===== src/rtl/rx_status_fifo.sv =====
module rx_status_fifo #(
  parameter int DEPTH = 16
) (
  input  logic       clk,
  input  logic       rst_n,
  input  logic       fifo_mode,
  input  logic       wr_valid,
  input  logic [7:0] wr_char,
  input  logic       wr_perr,
  input  logic       wr_ferr,
  input  logic       wr_brk,
  input  logic       rd_data,
  input  logic       rd_status,
  input  logic       lsi_en,
  output logic [7:0] status,
  output logic [7:0] head_char,
  output logic       lsi_irq
);
  localparam int AW = (DEPTH > 1) ? $clog2(DEPTH) : 1;
  localparam int CW = $clog2(DEPTH + 1);

  logic [7:0]    ch_mem [DEPTH];
  logic [2:0]    er_mem [DEPTH];
  logic [AW-1:0] rd_ptr, wr_ptr;
  logic [CW-1:0] count;
  logic          ovr_q, mode_q;

  wire           flush    = fifo_mode != mode_q;
  wire [CW-1:0]  cap      = mode_q ? CW'(DEPTH) : CW'(1);
  wire           empty    = count == '0;
  wire           full     = count == cap;
  wire           pop      = rd_data && !empty && !flush;
  wire           push     = wr_valid && !flush && (!full || pop);
  wire           drop     = wr_valid && !flush && full && !pop;
  wire           clr_head = rd_status && !empty && !pop && !flush;
  wire [2:0]     head_err = empty ? 3'b000 : er_mem[rd_ptr];

  function automatic logic [AW-1:0] bump(input logic [AW-1:0] p);
    return (p == AW'(DEPTH - 1)) ? '0 : p + 1'b1;
  endfunction

  always_ff @(posedge clk) begin
    if (!rst_n) begin
      rd_ptr <= '0;
      wr_ptr <= '0;
      count  <= '0;
      ovr_q  <= 1'b0;
      mode_q <= 1'b0;
    end else begin
      mode_q <= fifo_mode;
      if (flush) begin
        rd_ptr <= '0;
        wr_ptr <= '0;
        count  <= '0;
      end else begin
        if (pop)  rd_ptr <= bump(rd_ptr);
        if (push) wr_ptr <= bump(wr_ptr);
        if (push && !pop)      count <= count + 1'b1;
        else if (pop && !push) count <= count - 1'b1;
      end
      if (drop)           ovr_q <= 1'b1;
      else if (rd_status) ovr_q <= 1'b0;
    end
  end

  always_ff @(posedge clk) begin
    if (clr_head) er_mem[rd_ptr] <= 3'b000;
    if (push) begin
      ch_mem[wr_ptr] <= wr_char;
      er_mem[wr_ptr] <= {wr_brk, wr_ferr, wr_perr};
    end
  end

  assign status    = {3'b000, head_err, ovr_q, !empty};
  assign head_char = empty ? 8'h00 : ch_mem[rd_ptr];
  assign lsi_irq   = lsi_en && (ovr_q || (head_err != 3'b000));

  a_r1_ready_after_write: assert property (@(posedge clk) disable iff (!rst_n)
    (wr_valid && !flush) |=> status[0]);
  a_r2_no_overflow: assert property (@(posedge clk) disable iff (!rst_n)
    count <= cap);
  a_r3_drop_keeps_head: assert property (@(posedge clk) disable iff (!rst_n)
    drop |=> (status[1] && $stable(head_char) && status[0]));
  a_r4_full_swap: assert property (@(posedge clk) disable iff (!rst_n)
    (wr_valid && rd_data && full && !flush && !ovr_q) |=> !status[1]);
  a_r6_status_clear: assert property (@(posedge clk) disable iff (!rst_n)
    (rd_status && !drop) |=> !status[1]);
  a_r9_flush_empties: assert property (@(posedge clk) disable iff (!rst_n)
    flush |=> !status[0]);
endmodule


===== config.mk =====
export PLATFORM = sky130hd
export DESIGN_NAME = rx_status_fifo
export DESIGN_NICKNAME = d
export VERILOG_FILES = /design/src/rtl/rx_status_fifo.sv
export SDC_FILE = /design/constraint.sdc
export NUM_CORES = 1
export LEC_CHECK = 0
export CORE_MARGIN = 2
export CORE_UTILIZATION = 40
export CTS_CLUSTER_DIAMETER = 120
export CTS_CLUSTER_SIZE = 14
export DETAILED_ROUTE_END_ITERATION = 7
export SYNTH_ARGS = -nofsm -noshare
export SYNTH_HDL_FRONTEND = slang
export SYNTH_SLANG_ARGS = --single-unit

===== constraint.sdc =====
create_clock -name clk -period 3.6 [get_ports clk]
set_input_delay 0.72 -clock clk [delete_from_list [all_inputs] [get_ports clk]]
set_output_delay 0.72 -clock clk [all_outputs]
set_load 0.1 [all_outputs]

==> results.md, run 1 <==
- Max cap viols: 0
- VDD IR max: 0.357 mV
- Pleak: 3.28 nW
- PortBufs: 31
- Area contributors post-synth: edfxtp_1 63%, mux4_1 9.9%, mux4_2 5.3%
- Seq/Total Area, Yosys: 0.670
- Setup Viol. Count Final: 0
- Yosys cell types: 47
- Nature of the critical path endpoint: output port
- Most frequent CP cell: buf_12
- Final Hold Fails: 0
- Hpwl dp: 11400 um
- Slew HR: 0.353
- 1st-iter DRT viols: 279
- Clk_lat worst skew: 0.43 ns
- Drt pass-1 iters: 4
- EDFF count, synth: 176
- Crit start category: flop
- DR vias: 4387
- # nets final: 568
- Inst Count DP: 791
- TritonCTS Buffers: 17
- Status: completed
- Final ANT Viol Nets: 0
- Post-synth top flop: edfxtp_1
- Slew Viols, Final: 0
- Part of the cycle the worst path needs: 0.981
- DRT Wirelength: 17900 um
- Hold/Removal Path Class: flop to flop
- DR WL/cell: 21.8 um
- Crit-path max cell delay: 0.61 ns
- Mapped Area: 0.00845 mm^2
- Area leader, netlist: edfxtp_1
- Fmax: 283 MHz
- DRC: 0
- Die width: 149 um
- Cell count of the worst reg-to-reg path: 14
- Avg Synthesized Cell Area: 17.5 um^2
- Vias in the first global route: 4633
- # clock sinks: 195
- Die Y: 149 um
- Longest Clk Path Bufs: 2
- Io pins: 35
- Fin cells: 824
- Remaining global-route overflow: 0
- Tmin final: 3.53 ns
- Yosys top cell area share: 0.625
- Clk_skew: 0.0122 ns
- Critical Path Slowest Stage Cell: mux4_1
- Number of warnings issued by yosys: 0
- Std-Cell Rows: 53
- Worst-path clk slew: 0.07 ns
- Cells along the critical path: buf_12, mux4_1, a22oi_1, and3_1, a31oi_1, o21a_1, buf_12
- Synth-to-Final Area Change: 16.4%
- WP data arrival: 2.81 ns
- Overall Global Routing Usage: 0.167
- Ys async rst share: 0
- List of most frequent post-synthesis cells: 176 x edfxtp_1, 57 x and2_1, 33 x nor2_1
- Crit Path Max Fanout: 21
- First-pass GRT wire length: 26600 um
- Antenna violations before repair: 0
- N_diodes: 0
- Clk root buf: clkbuf_16
- Die area: 0.0223 mm^2
- P per Cell Area: 514 mW/mm^2
- CTS tree: built
- Initial Util: 0.405
- Most frequent cell after synthesis: edfxtp_1
- Htree depth: 4
- Final core utilization: 0.471
- Critical Path RT: 2.88 ns
- Core region area: 0.0209 mm^2
- Hold_buf cts: 0
- Gate Count Post-Synth: 482
- Pin count of the biggest net entering global routing: 45
- Placer Congestion: 0.812
- Post-cts sizing count: 0
- Synthesis-stage register bit count: 195
- Vias per cell: 5.32
- Worst-Margin Slew: 0.967 ns
- Layout cells sized above 1: 0.189
- Post-CTS Setup Repair Bufs: 0
- Hold depth: 2
- Setup TNS: 0 ns
- CP Class: flop to output port
-- registers in the layout (all words and copies together), names as in the netlist, named ones only --
register and cells:
er_mem 48, ovr_q 1, wr_ptr 4, count 5, mode_q 1, rd_ptr 4
ch_mem 128
-- worst paths after layout --
path / startpoint / end / slack [ns]
worst min-delay path: wr_ptr[1] / wr_ptr[1] / 0.52
worst max-delay path: flop / lsi_irq / 0.07
worst min register to register: wr_ptr[1] / wr_ptr[1] / 0.52
worst max register to register: count[1] / count[4] / 0.34
-- cells by family (layout without fill, tap and decap cells) --
family | Yosys count | count (layout) | share of synthesized area
other | 1 | 3 | 0.000444
AOI/OAI and AO/OA | 37 | 37 | 0.0320
muxes | 52 | 52 | 0.153
adders and majority gates | 14 | 14 | 0.0216
xor gates and xnor gates | 8 | 8 | 0.00829
and+or+nand+nor | 140 | 140 | 0.0910
buffers and inverters | 35 | 100 | 0.0235
DFF | 195 | 195 | 0.670
-- power by group --
group          total, mW  leakage [nW]  internal, mW  switching, mW
sequential          2.49          1.72          2.48         0.0144
combinational      0.666          1.27         0.222          0.444
clock               1.90         0.288          1.04          0.857
total               5.06          3.28          3.74           1.32
-- layout by cell type (no fill, tap or decap), types with 4 or more instances in the layout --
cell type	Yosys	layout
a21o_1	12	12
buf_4	4	28
and2_1	57	57
edfxtp_1	176	176
nor2b_1	4	4
buf_12	0	9
clkbuf_16	0	18
dfxtp_1	19	17
nor2_1	33	33
xor2_1	4	4
mux4_1	32	32
inv_1	10	10
ha_1	13	13
and3_1	4	4
a21oi_1	9	9
clkdlybuf4s50_1	0	18
xnor2_1	4	4
nand3_1	7	7
nor3_1	5	5
or3_1	4	4
mux4_2	20	20
nand2_1	15	15
inv_8	0	4
-- per-stage QoR --
step | total power [mW] | hold WS, ns | setup WS, ns | instance area [um^2]
final | 5.06 | 0.524 | 0.0682 | 9840
after global routing | 5.22 | 0.539 | -0.00660 | 9840
after CTS | 5.09 | 0.530 | 0.0301 | 9820
after detailed placement | 3.20 | 0.520 | -0.0718 | 9220
after global placement | 3.19 | 0.503 | 0.00495 | 9220
after floorplan | 2.99 | 0.479 | 0.346 | 8460
-- area by class of cell --
type	instances	area [um^2]
inverters	12	45.0
multi-input cells	254	2590
well taps	275	344
fillers	1783	11000
clock buffers	17	425
flip-flops and latches	195	5670
clock inverters	15	169
repair buffers	56	596
-- routing by layer --
metal	up-vias	GRT usage	wire [um]
met4	0	0.0524	232
li1	1994	-	-
met3	17	0.0324	818
met5	-	0	0
met1	2259	0.218	7950
met2	117	0.283	8950
-- critical path: cells and delay by family, from the launching register on --
kind / cells / cell delay (ns)
AOI/OAI and AO/OA: 3 / 0.65
DFF: 1 / 0.47
buffers and inverters: 2 / 0.42
muxes: 1 / 0.61
and+or+nand+nor: 1 / 0.22
Power figures use the tool's default switching activity.
==> inputs of run 2 (changes only) <==
Settings changed: ABC_CLOCK_PERIOD_IN_PS set to 3600, GPL_TIMING_DRIVEN set to 0.
==> run 2 against run 1 <==
- total power down 1.6%
- count of clock-buffer cells in the layout rose by 1
- cell area fell by 0.74%
- utilization is 0.35 points lower
- register-to-register slack worse by 0.08 ns
- highest routed layer unchanged
==> results.md, run 2 (synthesis gave the netlist of run 1 again) <==
- Pin count of the biggest net entering global routing: 18 (-60%)
- Status: completed
- Critical Path RT: 2.88 ns (about the same)
- Vias per cell: 5.40 (+1.4%)
- DR WL/cell: 22.4 um (+2.7%)
- DRT Wirelength: 18500 um (+3.2%)
- Placer Congestion: 0.781 (-3.8%)
- Largest register FFs: 128 (unchanged)
- # fillers: 1802 (+1.1%)
- Die area: 0.0223 mm^2 (unchanged)
- PortBufs: 31 (unchanged)
- Overall Global Routing Usage: 0.176 (+0.00904)
- Vias in the first global route: 4640 (+0.15%)
- Slew HR: 0.0706 (-0.283)
- Initial Util: 0.405 (unchanged)
- First-pass GRT wire length: 27600 um (+3.8%)
- Slew Viols, Final: 0 (unchanged)
- Largest regs: ch_mem (128), er_mem (48), count (5)
- Clk_skew: 0.00704 ns (-0.00512 ns)
- Fmax: 281 MHz (-0.84%)
- Longest Clk Path Bufs: 2 (unchanged)
- Crit start category: flop
- DRC: 0 (unchanged)
- # nets final: 572 (+0.70%)
- Max cap viols: 0 (unchanged)
- Pre-CTS setup slack: -0.489 ns (-0.417 ns)
- RSZ-0062 raised after global routing: false
- Layout cells sized above 1: 0.190 (+0.000438)
- WP data arrival: 2.84 ns (+0.03 ns)
- # clock sinks: 195 (unchanged)
- Remaining global-route overflow: 0 (unchanged)
- Worst-path clk slew: 0.07 ns (about the same)
- TritonCTS Buffers: 17 (unchanged)
- Htree depth: 4 (unchanged)
- Antenna violations before repair: 0 (unchanged)
- Hold_ws: 0.532 ns (+0.00817 ns)
- DR vias: 4471 (+1.9%)
- Die Y: 149 um (unchanged)
- Clk_lat worst skew: 0.44 ns (about the same)
- Register name with the most flops: ch_mem
- Final Hold Fails: 0 (unchanged)
- 1st-iter DRT viols: 306 (+9.7%)
- Crit Path Max Fanout: 10 (-52%)
- N_diodes: 0 (unchanged)
- Clk root buf: clkbuf_16
- Hpwl dp: 12000 um (+4.9%)
- Final ANT Viol Nets: 0 (unchanged)
- Post-CTS Setup Repair Bufs: 0 (unchanged)
- Std-Cell Rows: 53 (unchanged)
- Nature of the critical path endpoint: output port
- CP Class: flop to output port
- Tmin final: 3.56 ns (+0.0301 ns)
- Most frequent cells in the layout: 176 x edfxtp_1, 57 x and2_1, 32 x mux4_1
- Io pins: 35 (unchanged)
- Die width: 149 um (unchanged)
- P per Cell Area: 510 mW/mm^2 (-0.84%)
- Pleak: 3.23 nW (-1.4%)
- Worst-Margin Slew: 1.39 ns (+0.422 ns)
- Setup ws final: 0.0381 ns (-0.0301 ns)
- Hold/Removal Path Class: flop to flop
- VDD IR max: 0.335 mV (-6.2%)
- Drt pass-1 iters: 4 (unchanged)
- Core region area: 0.0209 mm^2 (unchanged)
- Setup Viol. Count Final: 0 (unchanged)
- CTS tree: built
- Cell area after layout: 0.00977 mm^2 (-0.74%)
- Placement-stage cell area: 0.00919 mm^2 (-0.35%)
- Most common cell after layout, fill and taps aside: edfxtp_1
- Synth-to-Final Area Change: 15.6%
- Part of the cycle the worst path needs: 0.989 (+0.00836)
==> run 2: cell count changes in the layout (fill, tap and decap cells not counted), sizes merged <==
cell	delta
buf	-12
clkbuf	+13
clkdlybuf4s15	+4
clkinv	+2
clkinvlp	-1
inv	-2
==> run 2: final timing paths <==
kind | startpoint | end | slack [ns] | depth (start not counted)
max | flop | lsi_irq | 0.04 | 6
min | count[3] | count[3] | 0.53 | 2
max reg2reg | count[0] | count[4] | 0.26 | 14
min reg2reg | count[3] | count[3] | 0.53 | 2
==> run 2: routing by layer <==
metal  GRT usage  vias to the layer above  wire length, um
li1            -                     1995                -
met1       0.244                     2323             8400
met2       0.277                      139             9010
met3      0.0413                       14              931
met4      0.0557                        0              188
met5           0                        -                0
==> run 2: cell type report <==
class,instances,area (um^2),share of cell area
Buffer,23,165,0.0169
Clock inverter,14,151,0.0155
Tap cell,275,344,0.0352
Sequential cell,195,5670,0.580
Multi-Input combinational cell,254,2630,0.269
Timing Repair Buffer,37,339,0.0347
Clock buffer,18,429,0.0439
Inverter,12,45.0,0.00461
==> run 2: what timing repair did <==
item                                    CTS  global route
gates resized for setup                  52            13
hold buffers                              0             0
endpoints found under the setup margin   13             6
==> run 2: stage by stage <==
| step | total power [mW] | util | cells | TNS [ns] |
|---|---|---|---|---|
| 3_5_place_dp | 3.18 | 0.440 | 795 | -5.28 |
| 3_3_place_gp | 3.16 | 0.436 | 790 | -7.88 |
| 5_1_grt | 5.13 | 0.468 | 828 | 0 |
| 2_1_floorplan | 2.99 | - | 484 | 0 |
| 6_report | 4.98 | 0.468 | 828 | 0 |
| 4_1_cts | 5.00 | 0.467 | 827 | -0.0704 |
==> run 2: where the power goes <==
| group | total [mW] | switching, mW | internal (mW) |
|---|---|---|---|
| Combinational | 0.617 | 0.444 | 0.173 |
| Sequential | 2.49 | 0.0133 | 2.48 |
| Clock | 1.87 | 0.840 | 1.03 |
==> run 2: critical path, stage by stage, from the launching register on <==
cell,delay (ns)
dfxtp_1,0.41
clkbuf_1,0.71
nand3_1,0.18
and3_1,0.24
a31oi_1,0.30
o21a_1,0.15
buf_2,0.41
==> inputs of run 3 (changes only) <==
Settings changed: RECOVER_POWER set to 25.
==> run 3 against run 2 <==
- die area is the same
- count of clock-buffer cells in the layout is the same
- cell area is the same
- clock power is essentially flat
- combinational power is essentially flat
- sequential power is essentially flat
- via count grew 0.18%
==> results.md, run 3 (synthesis gave the netlist of run 1 again) <==
- N_diodes: 0 (unchanged)
- Top delay family on crit path: buffers and inverters
- Layout cells sized above 1: 0.190 (unchanged)
- Final ANT Viol Nets: 0 (unchanged)
- Worst-Margin Slew: 1.39 ns (+0.000832 ns)
- Slew Viols, Final: 0 (unchanged)
- Most frequent cells in the layout: 176 x edfxtp_1, 57 x and2_1, 32 x mux4_1
- Status: completed
- Synth-to-Final Area Change: 15.6% (unchanged)
- Htree depth: 4 (unchanged)
- Crit-path max cell delay: 0.71 ns (about the same)
- Int Pwr: 3.68 mW (about the same)
- Final Hold Fails: 0 (unchanged)
- P per Cell Area: 509 mW/mm^2 (about the same)
- Part of the power in registers: 0.500 (about the same)
- 1st-iter DRT viols: 306 (unchanged)
- DRC: 0 (unchanged)
- DR vias: 4479 (+0.18%)
- Vias per cell: 5.41 (+0.18%)
- Vias in the first global route: 4640 (unchanged)
- Hpwl dp: 12000 um (unchanged)
- RSZ-0062 raised after global routing: false
- Core region area: 0.0209 mm^2 (unchanged)
- Tmin final: 3.56 ns (-0.0000473 ns)
- Fmax: 281 MHz (about the same)
- Net Sw Power: 1.30 mW (about the same)
- Crit path buf inv count: 2 (unchanged)
- Hold_ws: 0.532 ns (-0.0000120 ns)
- Part of the cycle the worst path needs: 0.989 (about the same)
- Crit start category: flop
- Die width: 149 um (unchanged)
- Clk root buf: clkbuf_16
- Fin cells: 828 (unchanged)
- First-pass GRT wire length: 27600 um (unchanged)
- Hold/Removal Path Class: flop to flop
- Largest register FFs: 128 (unchanged)
- Longest Clk Path Bufs: 2 (unchanged)
- Std-Cell Rows: 53 (unchanged)
- TritonCTS Buffers: 17 (unchanged)
- Setup TNS: 0 ns (unchanged)
- Post-CTS Setup Repair Bufs: 0 (unchanged)
- Critical Path RT: 2.88 ns (about the same)
- Remaining global-route overflow: 0 (unchanged)
- Max cap viols: 0 (unchanged)
- Slew HR: 0.0701 (-0.000557)
- CTS tree: built
- Drt pass-1 iters: 4 (unchanged)
- Io pins: 35 (unchanged)
- Pin count of the biggest net entering global routing: 18 (unchanged)
- Placer Congestion: 0.781 (unchanged)
- Crit Path Max Fanout: 10 (unchanged)
- CP Class: flop to output port
- # clock sinks: 195 (unchanged)
- VDD IR max: 0.335 mV (about the same)
- # fillers: 1802 (unchanged)
- Clock power frac: 0.376 (about the same)
- Nature of the critical path endpoint: output port
- Most common cell after layout, fill and taps aside: edfxtp_1
- Clk_lat worst skew: 0.44 ns (about the same)
- DRT Wirelength: 18500 um (unchanged)
- Setup Viol. Count Final: 0 (unchanged)
- Clk_skew: 0.00652 ns (-0.000525 ns)
- Worst-path clk slew: 0.07 ns (about the same)
- DR WL/cell: 22.4 um (unchanged)
- Pleak: 3.24 nW (about the same)
- WP data arrival: 2.84 ns (about the same)
- Initial Util: 0.405 (unchanged)
- # nets final: 572 (unchanged)
- Largest regs: ch_mem (128), er_mem (48), count (5)
- Antenna violations before repair: 0 (unchanged)
- Inst Count DP: 795 (unchanged)
- Cells along the critical path: clkbuf_1, nand3_1, and3_1, a31oi_1, o21a_1, buf_2
- Die area: 0.0223 mm^2 (unchanged)
- Die Y: 149 um (unchanged)
- Register name with the most flops: ch_mem
- Combinational power share: 0.124 (about the same)
- Sw Ratio: 0.261 (about the same)
- PortBufs: 31 (unchanged)
- Critical Path Slowest Stage Cell: clkbuf_1
- Overall Global Routing Usage: 0.176 (unchanged)
[run 3: cell types whose count changed in the layout (fill, tap and decap cells not counted), sizes merged]
cell	previous run	this run
dlygate4sd3	0	7
clkdlybuf4s50	18	11
[run 3: power by group through the flow]
stage	Sequential, mW	Combinational, mW	Clock (mW)
finish	2.49	0.615	1.87
global route	2.49	0.650	1.98
CTS	2.49	0.626	1.89
detailed placement	2.54	0.642	0
global placement	2.54	0.627	0
floorplan	2.54	0.459	0
[run 3: area by class of cell]
type,count,area [um^2],share of cell area
multi-input cells,254,2630,0.269
clock buffers,18,429,0.0439
clock inverters,14,151,0.0155
inverters,12,45.0,0.00461
well taps,275,344,0.0352
plain buffers,23,165,0.0169
repair buffers,37,339,0.0347
flip-flops and latches,195,5670,0.580
[run 3: path summary, 6_finish.rpt]
path,from,end,slack (ns),cells past startpoint
setup / recovery,flop,lsi_irq,0.04,6
hold / removal,count[3],count[3],0.53,2
setup reg to reg,count[0],count[4],0.26,14
hold reg to reg,count[3],count[3],0.53,2
[run 3: worst min-delay path: cells and delay by family (launching register included)]
family	cells	cell delay (ns)
flip-flops	1	0.35
AO/OA/AOI/OAI	1	0.07
AND/OR/NAND/NOR	1	0.07
[run 3: metrics by stage]
stage	worst slack (ns)	instance area (um^2)	power, mW	util
3_3_place_gp	-0.516	9110	3.16	0.436
6_report	0.0381	9770	4.98	0.468
2_1_floorplan	0.346	8460	2.99	-
3_5_place_dp	-0.489	9190	3.18	0.440
5_1_grt	0.00273	9770	5.13	0.468
4_1_cts	-0.0704	9760	5.00	0.467
[run 3: per-layer routing]
metal	share of wire	GRT usage
met1	0.45	0.244
met2	0.49	0.277
met3	0.050	0.0413
met4	0.010	0.0557
met5	0	0
[run 3: repair_timing]
action | 4_1_cts | 5_1_grt
gates resized for setup | 52 | 13
setup endpoints to repair | 13 | 6
hold buffers | 0 | 0
gates cloned | 0 | 0
